===== config.mk =====
export PLATFORM = sky130hd
export DESIGN_NAME = audio_irq_ctrl
export DESIGN_NICKNAME = d
export VERILOG_FILES = /design/src/rtl/airq_pkg.sv /design/src/rtl/airq_status.sv /design/src/rtl/airq_regs.sv /design/src/rtl/airq_irq.sv /design/src/rtl/audio_irq_ctrl.sv
export SDC_FILE = /design/constraint.sdc
export NUM_CORES = 1
export LEC_CHECK = 0
export BUFFER_PORTS_ARGS = -buffer_cell sky130_fd_sc_hd__buf_2
export CAP_MARGIN = 20
export CORE_MARGIN = 1
export CORE_UTILIZATION = 47
export DETAILED_ROUTE_END_ITERATION = 7
export PLACE_DENSITY = 0.76
export SETUP_SLACK_MARGIN = 0.15
export SYNTH_ARGS = -nofsm -noshare
export SYNTH_HDL_FRONTEND = slang
export SYNTH_SLANG_ARGS = --single-unit
export TNS_END_PERCENT = 5

===== constraint.sdc =====
create_clock -name clk -period 1.1 [get_ports clk]
set_clock_uncertainty 0.2 [all_clocks]
set_input_delay 0 -clock clk [delete_from_list [all_inputs] [get_ports clk]]
set_output_delay 0 -clock clk [all_outputs]
set_load 0.03 [all_outputs]

===== src/rtl/airq_pkg.sv =====
package airq_pkg;
  localparam int unsigned STAT_W = 32;
  localparam int unsigned ADDR_W = 2;

  // bit positions whose behaviour depends on a dedicated data strobe
  localparam int unsigned B_UTX_EMPTY = 21;
  localparam int unsigned B_UTX_FIRST = 19;
  localparam int unsigned B_URX_FULL  = 18;
  localparam int unsigned B_QRX_FULL  = 16;

  localparam logic [STAT_W-1:0] COND_MASK =
    (STAT_W'(1) << B_UTX_EMPTY) | (STAT_W'(1) << B_UTX_FIRST) |
    (STAT_W'(1) << B_URX_FULL)  | (STAT_W'(1) << B_QRX_FULL);
  localparam logic [STAT_W-1:0] RSVD_MASK = STAT_W'(8'hFF);
  localparam logic [STAT_W-1:0] EVT_MASK  = ~(COND_MASK | RSVD_MASK);

  typedef enum logic [ADDR_W-1:0] {
    A_STATUS = 2'd0,
    A_CLEAR  = 2'd1,
    A_ENABLE = 2'd2,
    A_SPARE  = 2'd3
  } reg_addr_e;
endpackage


===== src/rtl/airq_status.sv =====
module airq_status
  import airq_pkg::*;
#(
  parameter int unsigned W = STAT_W
) (
  input  logic         clk,
  input  logic         rst,
  input  logic [W-1:0] src_i,
  input  logic         clr_we,
  input  logic [W-1:0] clr_data,
  input  logic         utx_wr_stb,
  input  logic         urx_rd_stb,
  input  logic         qrx_rd_stb,
  output logic [W-1:0] stat_q
);
  logic [W-1:0] acc_stb;   // data-access clear strobe per condition bit
  logic [W-1:0] bit_q;

  always_comb begin
    acc_stb = '0;
    acc_stb[B_UTX_EMPTY] = utx_wr_stb;
    acc_stb[B_UTX_FIRST] = utx_wr_stb;
    acc_stb[B_URX_FULL]  = urx_rd_stb;
    acc_stb[B_QRX_FULL]  = qrx_rd_stb;
  end

  for (genvar i = 0; i < W; i++) begin : g_bit
    if (EVT_MASK[i]) begin : g_evt
      logic wipe;
      assign wipe = clr_we & clr_data[i];
      always_ff @(posedge clk) begin
        if (rst) bit_q[i] <= 1'b0;
        else     bit_q[i] <= src_i[i] | (bit_q[i] & ~wipe);
      end
    end else if (COND_MASK[i]) begin : g_cond
      logic prev_q;
      logic rise;
      assign rise = src_i[i] & ~prev_q;
      always_ff @(posedge clk) begin
        if (rst) begin
          prev_q   <= 1'b0;
          bit_q[i] <= 1'b0;
        end else begin
          prev_q   <= src_i[i];
          bit_q[i] <= rise | (bit_q[i] & ~acc_stb[i]);
        end
      end
    end else begin : g_rsvd
      assign bit_q[i] = 1'b0;
    end
  end

  assign stat_q = bit_q;

  // event bits never drop without a clear-register write
  assert_sticky_R2: assert property (@(posedge clk) disable iff (rst)
    !$past(clr_we) |-> ((stat_q & $past(stat_q) & EVT_MASK) == ($past(stat_q) & EVT_MASK)));

  // targeted event bits with no source fall after a clear write
  assert_clear_R3: assert property (@(posedge clk) disable iff (rst)
    clr_we |=> ((stat_q & $past(clr_data) & ~$past(src_i) & EVT_MASK) == '0));

  // a source high always lands, clear or not
  assert_set_wins_R4: assert property (@(posedge clk) disable iff (rst)
    1'b1 |=> ((stat_q & $past(src_i) & EVT_MASK) == ($past(src_i) & EVT_MASK)));

  // condition bit set only after a source edge
  assert_edge_only_R5: assert property (@(posedge clk) disable iff (rst)
    $rose(stat_q[B_URX_FULL]) |-> ($past(src_i[B_URX_FULL]) && !$past(src_i[B_URX_FULL], 2)));

  // read strobe clears the receive-full bit when no new edge
  assert_strobe_clear_R6: assert property (@(posedge clk) disable iff (rst)
    (urx_rd_stb && !src_i[B_URX_FULL]) |=> !stat_q[B_URX_FULL]);

  // clear register cannot touch a condition bit
  assert_cond_immune_R6: assert property (@(posedge clk) disable iff (rst)
    (clr_we && !qrx_rd_stb && stat_q[B_QRX_FULL]) |=> stat_q[B_QRX_FULL]);
endmodule


===== src/rtl/airq_regs.sv =====
module airq_regs
  import airq_pkg::*;
#(
  parameter int unsigned W  = STAT_W,
  parameter int unsigned AW = ADDR_W
) (
  input  logic          clk,
  input  logic          rst,
  input  logic          bus_en,
  input  logic          bus_we,
  input  logic [AW-1:0] bus_addr,
  input  logic [W-1:0]  bus_wdata,
  input  logic [W-1:0]  stat_q,
  output logic [W-1:0]  bus_rdata,
  output logic [W-1:0]  mask_q,
  output logic          clr_we,
  output logic [W-1:0]  clr_data
);
  logic wr, rd;
  assign wr = bus_en & bus_we;
  assign rd = bus_en & ~bus_we;

  assign clr_we   = wr && (bus_addr == AW'(A_CLEAR));
  assign clr_data = bus_wdata;

  always_ff @(posedge clk) begin
    if (rst) mask_q <= '0;
    else if (wr && (bus_addr == AW'(A_ENABLE))) mask_q <= bus_wdata;
  end

  logic [W-1:0] rd_mux;
  always_comb begin
    unique case (bus_addr)
      AW'(A_STATUS): rd_mux = stat_q;
      AW'(A_ENABLE): rd_mux = mask_q;
      default:       rd_mux = '0;
    endcase
  end

  always_ff @(posedge clk) begin
    if (rst)     bus_rdata <= '0;
    else if (rd) bus_rdata <= rd_mux;
  end

  // status reads never carry reserved bits
  assert_rsvd_zero_R7: assert property (@(posedge clk) disable iff (rst)
    (rd && bus_addr == AW'(A_STATUS)) |=> (bus_rdata[7:0] == 8'h00));

  // clear-register address reads back zero
  assert_clr_reads_zero_R9: assert property (@(posedge clk) disable iff (rst)
    (rd && bus_addr == AW'(A_CLEAR)) |=> (bus_rdata == '0));
endmodule


===== src/rtl/airq_irq.sv =====
module airq_irq
  import airq_pkg::*;
#(
  parameter int unsigned W = STAT_W
) (
  input  logic         clk,
  input  logic         rst,
  input  logic [W-1:0] stat_q,
  input  logic [W-1:0] mask_q,
  output logic         irq_q
);
  always_ff @(posedge clk) begin
    if (rst) irq_q <= 1'b0;
    else     irq_q <= |(stat_q & mask_q);
  end

  // with nothing enabled the line stays low
  assert_masked_quiet_R8: assert property (@(posedge clk) disable iff (rst)
    (mask_q == '0) |=> !irq_q);
endmodule


===== src/rtl/audio_irq_ctrl.sv =====
module audio_irq_ctrl
  import airq_pkg::*;
#(
  parameter int unsigned W  = STAT_W,
  parameter int unsigned AW = ADDR_W
) (
  input  logic          clk,
  input  logic          rst,
  input  logic [W-1:0]  src_i,
  input  logic          utx_wr_stb,
  input  logic          urx_rd_stb,
  input  logic          qrx_rd_stb,
  input  logic          bus_en,
  input  logic          bus_we,
  input  logic [AW-1:0] bus_addr,
  input  logic [W-1:0]  bus_wdata,
  output logic [W-1:0]  bus_rdata,
  output logic          irq_o
);
  logic [W-1:0] stat_q, mask_q, clr_data;
  logic         clr_we;

  airq_status #(.W(W)) u_status (
    .clk(clk), .rst(rst), .src_i(src_i),
    .clr_we(clr_we), .clr_data(clr_data),
    .utx_wr_stb(utx_wr_stb), .urx_rd_stb(urx_rd_stb), .qrx_rd_stb(qrx_rd_stb),
    .stat_q(stat_q)
  );

  airq_regs #(.W(W), .AW(AW)) u_regs (
    .clk(clk), .rst(rst), .bus_en(bus_en), .bus_we(bus_we),
    .bus_addr(bus_addr), .bus_wdata(bus_wdata), .stat_q(stat_q),
    .bus_rdata(bus_rdata), .mask_q(mask_q),
    .clr_we(clr_we), .clr_data(clr_data)
  );

  airq_irq #(.W(W)) u_irq (
    .clk(clk), .rst(rst), .stat_q(stat_q), .mask_q(mask_q), .irq_q(irq_o)
  );
endmodule


==> metrics.yaml, run 1 <==
via_per_inst: 5.306
grt_pass1_wl_um: 17700
grt_setup_unrepaired: "true"
cp.arrival_ns: 1.32
gp_congestion: 0.8041
final-hold-violation-count: 78
die_x_um: 91.55
routedWlPerCell_um: 16.30
area_growth_pct: 54.15
fin_crit_sh: 1.153
irDropWorstVdd_v: 0.0006306
synth_nets: 497
hp-class: "in2reg"
gr-total-overflow: 0
clk_path_buf_depth: 2
p_leak_nw: 2.449
worstSetupStartpointType: "flip-flop"
syn_inst: 424
ys_seq_area_frac: 0.4940
synth_area_leader_cell: "dfxtp_1"
netlist_area_um2: 3769
post-route-drc-count: 0
fin_crit_ns: 1.269
initial_core_util: 0.4877
fmax_mhz: 788.3
cts_htree_levels: 3
ys_types: 23
end_kind: "flip-flop"
ant_nets: 0
diodes: 0
die_h_um: 91.55
ys_warn_count: 0
cts-root-buf: "clkbuf_8"
cts_inserted_buffers: 9
wirelength_um: 11410
maxCapViolations: 0
n_fill_cell: 492
final_layout_size_suffix_gt1_frac: 0.4749
layout_setup_ws_ns: -0.1686
ys_ff_latch: 93
worstReg2RegEnd: "u_irq.irq_q"
min_from: "rst"
p_per_area_nw_per_um2: 1188
path_class: "reg2reg"
violations: "negative hold slack, negative setup slack"
utilization: 0.7518
dr.pass1.iters: 4
r2r_cells: 3
worstMarginPinSlew_ns: 0.5151
whs_ns: -0.2545
cp_max_fo: 2
nets: 666
hold_depth: 2
power_mw: 6.901
vias: 3714
portBuffers: 97
fp.dieArea_um2: 8380
cts.clk_slew.worst_paths_ns: 0.10
synth_area_leaders: "dfxtp_1 (49%), a22oi_1 (8.8%), nand2_1 (6.4%)"
grt_max_degree: 34
tritoncts: "done"
crit_start: "u_regs.mask_q[25]"
relSlewSlack: 0.6566
synth_top_cell_area_share: 0.4940
grt_use_total: 0.2725
dr.first_iter.drc_count: 325
core-area_um2: 7727
slew_violations: 0
cp_data_required_time_ns: 1.16
cts.sinks: 93
holdBufCountCts: 60
antenna_found_initial: 0
tns_ns: -1.469
r2r-start: "u_regs.mask_q[25]"
clk_latency_ns: 0.36
avgSynthCellArea_um2: 8.888
r2r_slack_ns: -0.17
hpwl_um: 6553
ioPinCount: 106
setup_violations: 16
status: "finished, violations left"
hold_end: "u_regs.mask_q[29]"
first_global_vias: 3727
rows: 32
-- state kept, by name (all words and copies together) (netlist names) --
register,flops
u_regs.bus_rdata,32
u_regs.mask_q,32
u_status.stat_q,24
u_irq.irq_q,1
u_status.g_bit.g_cond.prev_q,4
-- per-stage QoR --
step	area, um^2	instances	setup WS [ns]	hold WS (ns)
after detailed placement	4491	623	-0.2305	0.03449
after CTS	5652	700	-0.1551	-0.2838
after global routing	5809	700	-0.1917	-0.2580
final	5809	700	-0.1686	-0.2545
after global placement	4491	623	-0.2366	0.02881
after floorplan	3780	424	-0.06301	-0.07182
-- worst max-delay path, cell delays in order, from the launching register on --
cell	delay, ns
dfxtp_2	0.34
a22oi_2	0.20
nand4_1	0.12
o31a_1	0.30
-- logic make-up after synthesis --
family / after synthesis / share of synthesized area
AND/OR/NAND/NOR: 117 / 0.1391
AO/OA/AOI/OAI: 121 / 0.2039
flip-flops: 93 / 0.4940
buffers and inverters: 69 / 0.09130
multiplexers: 24 / 0.07171
-- repair_timing --
action                     in CTS  in global routing
buffers inserted                1                  0
setup endpoints to repair      59                 73
resized for setup             127                 58
pin swaps                      21                 16
hold endpoints to repair       93                 79
-- cells in the mapped netlist --
library cell  number
mux2_1             9
nand4b_1           2
o21ai_0           20
and4bb_2           1
buf_2              5
and4b_1            1
clkbuf_1          11
nand4_1            3
nand2_1           64
a21oi_2           13
mux2_2            15
buf_6              9
or2b_4             1
nor2b_1            4
nor2_1            32
buf_4              3
nand2b_1           8
dfxtp_1           93
nor3b_4            1
o31a_1             1
a21oi_1           43
a22oi_1           44
inv_1             41
-- layout by cell type, fill, tap and decap left out, types with 2 or more instances in the layout --
cell type      count
nor2_1            32
dfxtp_2           72
mux2_2            11
buf_12             6
dlygate4sd3_1     60
a22oi_2           30
clkbuf_8          10
a22oi_1           14
buf_4             19
nand2b_1           8
nand4_1            3
clkinvlp_4         3
o21ai_0           19
buf_6             38
buf_2             63
mux2_4            13
a21oi_2           13
nand2_1           64
nand4b_1           2
dfxtp_1           21
inv_1             41
nor2b_1            4
a21oi_1           43
-- per-layer routing --
layer / share of wire / global-route usage / up-vias
li1: - / - / 1760
met1: 0.41 / 0.3096 / 1758
met2: 0.51 / 0.4787 / 157
met3: 0.051 / 0.05611 / 39
met4: 0.033 / 0.1415 / 0
met5: 0 / 0 / -
-- area by class of cell --
type	count	area, um^2	share of cell area
Sequential cell	93	1952	0.3360
Multi-Input combinational cell	262	1762	0.3033
Timing Repair Buffer	186	1607	0.2765
Inverter	41	153.9	0.02649
Clock buffer	10	137.6	0.02369
Tap cell	102	127.6	0.02197
Clock inverter	6	70.07	0.01206
-- worst max path at each step --
stage	to	slack, ns	depth (start not counted)
final	u_irq.irq_q	-0.17	3
after global routing	u_irq.irq_q	-0.19	3
after CTS	u_irq.irq_q	-0.16	3
after detailed placement	u_irq.irq_q	-0.23	3
after global placement	u_irq.irq_q	-0.24	3
after floorplan	u_irq.irq_q	-0.06	3
-- power by group --
group / internal, mW / switching (mW)
Clock: 1.12 / 1.24
Sequential: 3.49 / 0.0989
Combinational: 0.511 / 0.436
Total: 5.13 / 1.77
Note: power is estimated with default switching activity, not from simulation.
==> inputs of run 2 (changes only) <==
--- a/config.mk
+++ b/config.mk
@@ -6,11 +6,11 @@
 export NUM_CORES = 1
 export LEC_CHECK = 0
 export BUFFER_PORTS_ARGS = -buffer_cell sky130_fd_sc_hd__buf_2
-export CAP_MARGIN = 20
 export CORE_MARGIN = 1
-export CORE_UTILIZATION = 47
+export CORE_UTILIZATION = 48
+export CTS_BUF_LIST = sky130_fd_sc_hd__clkbuf_2
 export DETAILED_ROUTE_END_ITERATION = 7
-export PLACE_DENSITY = 0.76
+export PLACE_DENSITY = 0.77
 export SETUP_SLACK_MARGIN = 0.15
 export SYNTH_ARGS = -nofsm -noshare
 export SYNTH_HDL_FRONTEND = slang
==> metrics.yaml, run 2 (same netlist as run 1, synthesis figures left out) <==
maxCapViolations: 0  # unchanged
portBuffers: 97  # unchanged
violations: "negative hold slack, negative setup slack"
dr.pass1.iters: 7  # +3
relSlewSlack: 0.6374  # -0.01918
cts-root-buf: "clkbuf_2"
mostFrequentLayoutCells: "dfxtp_2 (76), nand2_1 (64), buf_2 (63), dlygate4sd3_1 (60), a21oi_1 (43)"
worstSetupStartpointType: "flip-flop"
worstPathCellList: "a22oi_1, nand4_1, o31a_1"
cp_slowest_stage_delay_ns: 0.39  # +0.05 ns
cts.clk_slew.worst_paths_ns: 0.27  # +0.17 ns
clk_latency_ns: 0.55  # +0.19 ns
via_per_inst: 5.460  # +2.9%
die_x_um: 90.61  # -1.0%
r2r-start: "u_status.stat_q[17]"
core-area_um2: 7408  # -4.1%
vias: 3795  # +2.2%
fin_crit_ns: 1.359  # +0.09060 ns
whs_ns: -0.2094  # +0.04513 ns
cp_max_fo: 2  # unchanged
initial_core_util: 0.5087  # +0.02100
holdBufCountCts: 60  # unchanged
wirelength_um: 11690  # +2.4%
post-route-drc-count: 0  # unchanged
first_global_vias: 3853  # +3.4%
p_leak_nw: 2.397  # -2.1%
utilization: 0.7605  # +0.008732
grt_setup_unrepaired: "true"
fmax_mhz: 735.7  # -6.7%
cts.sinks: 93  # unchanged
worstReg2RegEnd: "u_irq.irq_q"
critPathBufInv: 0  # unchanged
rows: 31  # -3.1%
end_kind: "flip-flop"
path_class: "reg2reg"
tritoncts: "done"
cts_htree_levels: 3  # unchanged
layout_setup_ws_ns: -0.2592  # -0.09060 ns
gr-total-overflow: 0  # unchanged
antenna_found_initial: 0  # unchanged
cp.arrival_ns: 1.64  # +0.32 ns
r2r_slack_ns: -0.26  # -0.09 ns
routedWlPerCell_um: 16.81  # +3.2%
hpwl_um: 6448  # -1.6%
fin_crit_sh: 1.236  # +0.08237
min_from: "bus_addr[0]"
grt_use_total: 0.2833  # +0.01080
hold_end: "u_regs.bus_rdata[15]"
final-hold-violation-count: 85  # +9.0%
setup_violations: 54  # +38
path_delay_family: "compound AO/OA/AOI/OAI gates"
fp.dieArea_um2: 8209  # -2.0%
final_common_cell: "dfxtp_2"
dr.first_iter.drc_count: 360  # +11%
p_per_area_nw_per_um2: 1113  # -6.3%
slew_violations: 0  # unchanged
r2r_cells: 3  # unchanged
worstMarginPinSlew_ns: 0.5439  # +0.02877 ns
gp_congestion: 0.8238  # +2.4%
power_mw: 6.272  # -9.1%
ioPinCount: 106  # unchanged
nets: 663  # -0.45%
grt_pass1_wl_um: 18280  # +3.3%
clk_path_buf_depth: 2  # unchanged
cp_data_required_time_ns: 1.38  # +0.22 ns
cts_inserted_buffers: 9  # unchanged
die_h_um: 90.61  # -1.0%
grt_max_degree: 37  # +8.8%
area_growth_pct: 49.50
ant_nets: 0  # unchanged
crit_path_top_delay_cell: "dfxtp_2"
status: "finished, violations left"
irDropWorstVdd_v: 0.0005624  # -11%
final_layout_size_suffix_gt1_frac: 0.4639  # -0.01105
hold_depth: 5  # +3
hp-class: "in2reg"
[run 2: cell types whose count changed in the layout (fill, tap and decap cells not counted), sizes merged]
cell,previous run,this run
diode,0,1
clkinvlp,3,2
inv,42,43
clkinv,1,2
clkbuf,10,9
buf,126,123
[run 2: layout make-up]
class	instances	area (um^2)
Tap cell	99	123.9
Timing Repair Buffer	183	1565
Multi-Input combinational cell	262	1714
Fill cell	466	1774
Clock buffer	9	45.04
Sequential cell	93	1957
Inverter	41	153.9
Antenna cell	1	2.502
Clock inverter	7	72.57
[run 2: where the power goes]
| group | total [mW] | internal (mW) | switching [mW] |
|---|---|---|---|
| registers | 3.60 | 3.51 | 0.0926 |
| logic | 0.933 | 0.497 | 0.436 |
| clock network | 1.74 | 0.532 | 1.21 |
| total | 6.27 | 4.54 | 1.74 |
[run 2: repair_timing]
action	CTS	global route
setup endpoints to repair	63	75
resized for setup	141	33
buffers inserted	1	2
pin swaps	19	20
endpoints found under the hold margin	93	89
[run 2: worst reg2reg max path, stage by stage, from the launching register on]
cell,delay (ns)
dfxtp_2,0.39
a22oi_1,0.26
nand4_1,0.13
o31a_1,0.29
[run 2: metal layers]
metal / GRT usage / wire [um]
met1: 0.3298 / 4730
met2: 0.4880 / 5862
met3: 0.04882 / 744
met4: 0.1626 / 350
met5: 0 / 0
[run 2: how the worst max path moves through the flow]
stage / start / slack, ns / cells after the start / to
6_report: u_status.stat_q[17] / -0.26 / 3 / u_irq.irq_q
5_1_grt: u_status.stat_q[17] / -0.30 / 3 / u_irq.irq_q
4_1_cts: u_regs.bus_rdata[14] / -0.23 / 1 / bus_rdata[14]
3_5_place_dp: u_regs.mask_q[19] / -0.24 / 3 / u_irq.irq_q
3_3_place_gp: u_status.stat_q[19] / -0.25 / 3 / u_irq.irq_q
2_1_floorplan: u_status.stat_q[10] / -0.06 / 3 / u_irq.irq_q
[run 2: metrics by stage]
stage | setup slack [ns] | TNS [ns] | area [um^2] | cells
2_1_floorplan | -0.06301 | -0.06301 | 3780 | 424
3_3_place_gp | -0.2522 | -4.231 | 4449 | 615
3_5_place_dp | -0.2361 | -6.742 | 4449 | 615
4_1_cts | -0.2311 | -8.327 | 5522 | 692
5_1_grt | -0.3038 | -10.93 | 5632 | 694
6_report | -0.2592 | -7.951 | 5634 | 695
==> inputs of run 3 (changes only) <==
--- a/config.mk
+++ b/config.mk
@@ -5,7 +5,7 @@
 export SDC_FILE = /design/constraint.sdc
 export NUM_CORES = 1
 export LEC_CHECK = 0
-export BUFFER_PORTS_ARGS = -buffer_cell sky130_fd_sc_hd__buf_2
+export BUFFER_PORTS_ARGS = -buffer_cell sky130_fd_sc_hd__buf_4
 export CORE_MARGIN = 1
 export CORE_UTILIZATION = 48
 export CTS_BUF_LIST = sky130_fd_sc_hd__clkbuf_2
==> metrics.yaml, run 3 (same netlist as run 1, synthesis figures left out) <==
status: "finished, violations left"
violations: "design-rule violations, negative hold slack, negative setup slack"
swShare: 0.2669  # -0.009958
die_x_um: 90.61  # unchanged
final_cells: 697  # +0.29%
dp_slack_ns: -0.2330  # +0.003095 ns
post-route-drc-count: 1  # +1
layout_setup_ws_ns: -0.2104  # +0.04881 ns
maxCapViolations: 0  # unchanged
hpwl_um: 6766  # +4.9%
grt_pass1_wl_um: 17780  # -2.7%
gr-total-overflow: 0  # unchanged
grt_setup_unrepaired: "true"
initial_core_util: 0.5087  # unchanged
cp_slowest_stage_delay_ns: 0.38  # about the same
clk_latency_ns: 0.53  # -0.02 ns
portBuffers: 97  # unchanged
ant_nets: 0  # unchanged
worstPathCellList: "a22oi_2, nand4_1, o31a_1"
wirelength_um: 11570  # -0.99%
gp_congestion: 0.8129  # -1.3%
final_layout_size_suffix_gt1_frac: 0.4548  # -0.009016
cp_data_required_time_ns: 1.37  # about the same
holdBufCountCts: 60  # unchanged
final-hold-violation-count: 83  # -2.4%
rows: 31  # unchanged
placed_cell_area_um2: 4715  # +6.0%
whs_ns: -0.2138  # -0.004420 ns
cts_htree_levels: 3  # unchanged
setup_violations: 54  # unchanged
r2r_slack_ns: -0.21  # +0.05 ns
vias: 3701  # -2.5%
cts_inserted_buffers: 9  # unchanged
area_growth_pct: 54.91
cts-root-buf: "clkbuf_2"
dr.pass1.iters: 7  # unchanged
worstMarginPinSlew_ns: 0.5073  # -0.03661 ns
worstSetupStartpointType: "flip-flop"
path_delay_family: "compound AO/OA/AOI/OAI gates"
p_int_mw: 4.612  # +1.7%
diodes: 0  # -1
path_class: "reg2reg"
final_common_cell: "buf_4"
critPathBufInv: 0  # unchanged
p_comb_frac: 0.163  # +0.014
p_leak_nw: 2.482  # +3.5%
grt_use_total: 0.2731  # -0.01019
routedWlPerCell_um: 16.60  # -1.3%
mostFrequentLayoutCells: "buf_4 (82), dfxtp_2 (73), nand2_1 (64), dlygate4sd3_1 (60), a21oi_1 (43)"
crit_path_top_delay_cell: "dfxtp_2"
relSlewSlack: 0.6618  # +0.02441
hp-class: "in2reg"
fmax_mhz: 763.1  # +3.7%
cp.arrival_ns: 1.58  # -0.06 ns
cp_max_fo: 2  # unchanged
dp_cells: 615  # unchanged
end_kind: "flip-flop"
nets: 666  # +0.45%
irDropWorstVdd_v: 0.0008592  # +53%
via_per_inst: 5.310  # -2.8%
die_h_um: 90.61  # unchanged
fin_crit_ns: 1.310  # -0.04881 ns
fp.dieArea_um2: 8209  # unchanged
core-area_um2: 7408  # unchanged
cts.sinks: 93  # unchanged
clkPwrFrac: 0.267  # -0.010
p_switching_mw: 1.679  # -3.3%
cts.clk_slew.worst_paths_ns: 0.25  # -0.02 ns
sequentialPowerShare: 0.571  # -0.003
first_global_vias: 3705  # -3.8%
dr.first_iter.drc_count: 263  # -27%
fin_area_um2: 5838  # +3.6%
grt_max_degree: 33  # -11%
clk_path_buf_depth: 2  # unchanged
antenna_found_initial: 0  # unchanged
tritoncts: "done"
fin_crit_sh: 1.191  # -0.04437
tns_ns: -6.900  # +1.052 ns
slew_violations: 0  # unchanged
p_per_area_nw_per_um2: 1078  # -3.2%
ioPinCount: 106  # unchanged
## run 3: worst paths after layout
check / startpoint / endpoint / cells past startpoint
worst max-delay path: u_regs.mask_q[11] / u_irq.irq_q / 3
worst min-delay path: bus_addr[0] / u_regs.bus_rdata[25] / 5
worst max register to register: u_regs.mask_q[11] / u_irq.irq_q / 3
worst min register to register: u_regs.mask_q[3] / u_regs.mask_q[3] / 2
## run 3: per-layer routing
layer | vias up | track usage | part of all wire | wire [um]
met4 | 0 | 0.1277 | 0.026 | 305
met2 | 144 | 0.4792 | 0.52 | 5961
met3 | 27 | 0.04209 | 0.050 | 584
li1 | 1755 | - | - | -
met5 | - | 0 | 0 | 0
met1 | 1775 | 0.3254 | 0.41 | 4719
## run 3: power groups by stage
| stage | sequential, mW | clock [mW] | combinational, mW |
|---|---|---|---|
| after detailed placement | 3.62 | 0 | 0.749 |
| after CTS | 3.58 | 1.71 | 0.971 |
| after global placement | 3.62 | 0 | 0.734 |
| final | 3.59 | 1.68 | 1.02 |
| after floorplan | 3.64 | 0 | 0.359 |
| after global routing | 3.60 | 1.86 | 1.09 |
## run 3: stage by stage
step / hold WS [ns] / utilization / power [mW]
6_report: -0.2138 / 0.7880 / 6.291
4_1_cts: -0.2612 / 0.7759 / 6.255
2_1_floorplan: -0.07182 / - / 3.998
3_3_place_gp: 0.02528 / 0.6364 / 4.353
5_1_grt: -0.2435 / 0.7880 / 6.551
3_5_place_dp: 0.03136 / 0.6364 / 4.373
## run 3: area by class of cell
cell class	count	area (um^2)
Timing Repair Buffer	186	1782
Inverter	41	153.9
Sequential cell	93	1953
Multi-Input combinational cell	262	1713
Tap cell	99	123.9
Clock inverter	6	62.56
Fill cell	445	1570
Clock buffer	10	50.05
## run 3: worst register-to-register path: cells and delay by family (launching register included)
family           cells  cell delay [ns]
AO/OA/AOI/OAI        2             0.54
flip-flops           1             0.38
AND/OR/NAND/NOR      1             0.13
## run 3: what timing repair did
action	in CTS	in global routing
resized for setup	116	25
hold endpoints to repair	93	86
pin swaps	26	13
setup buffers	5	1
setup endpoints to repair	61	71
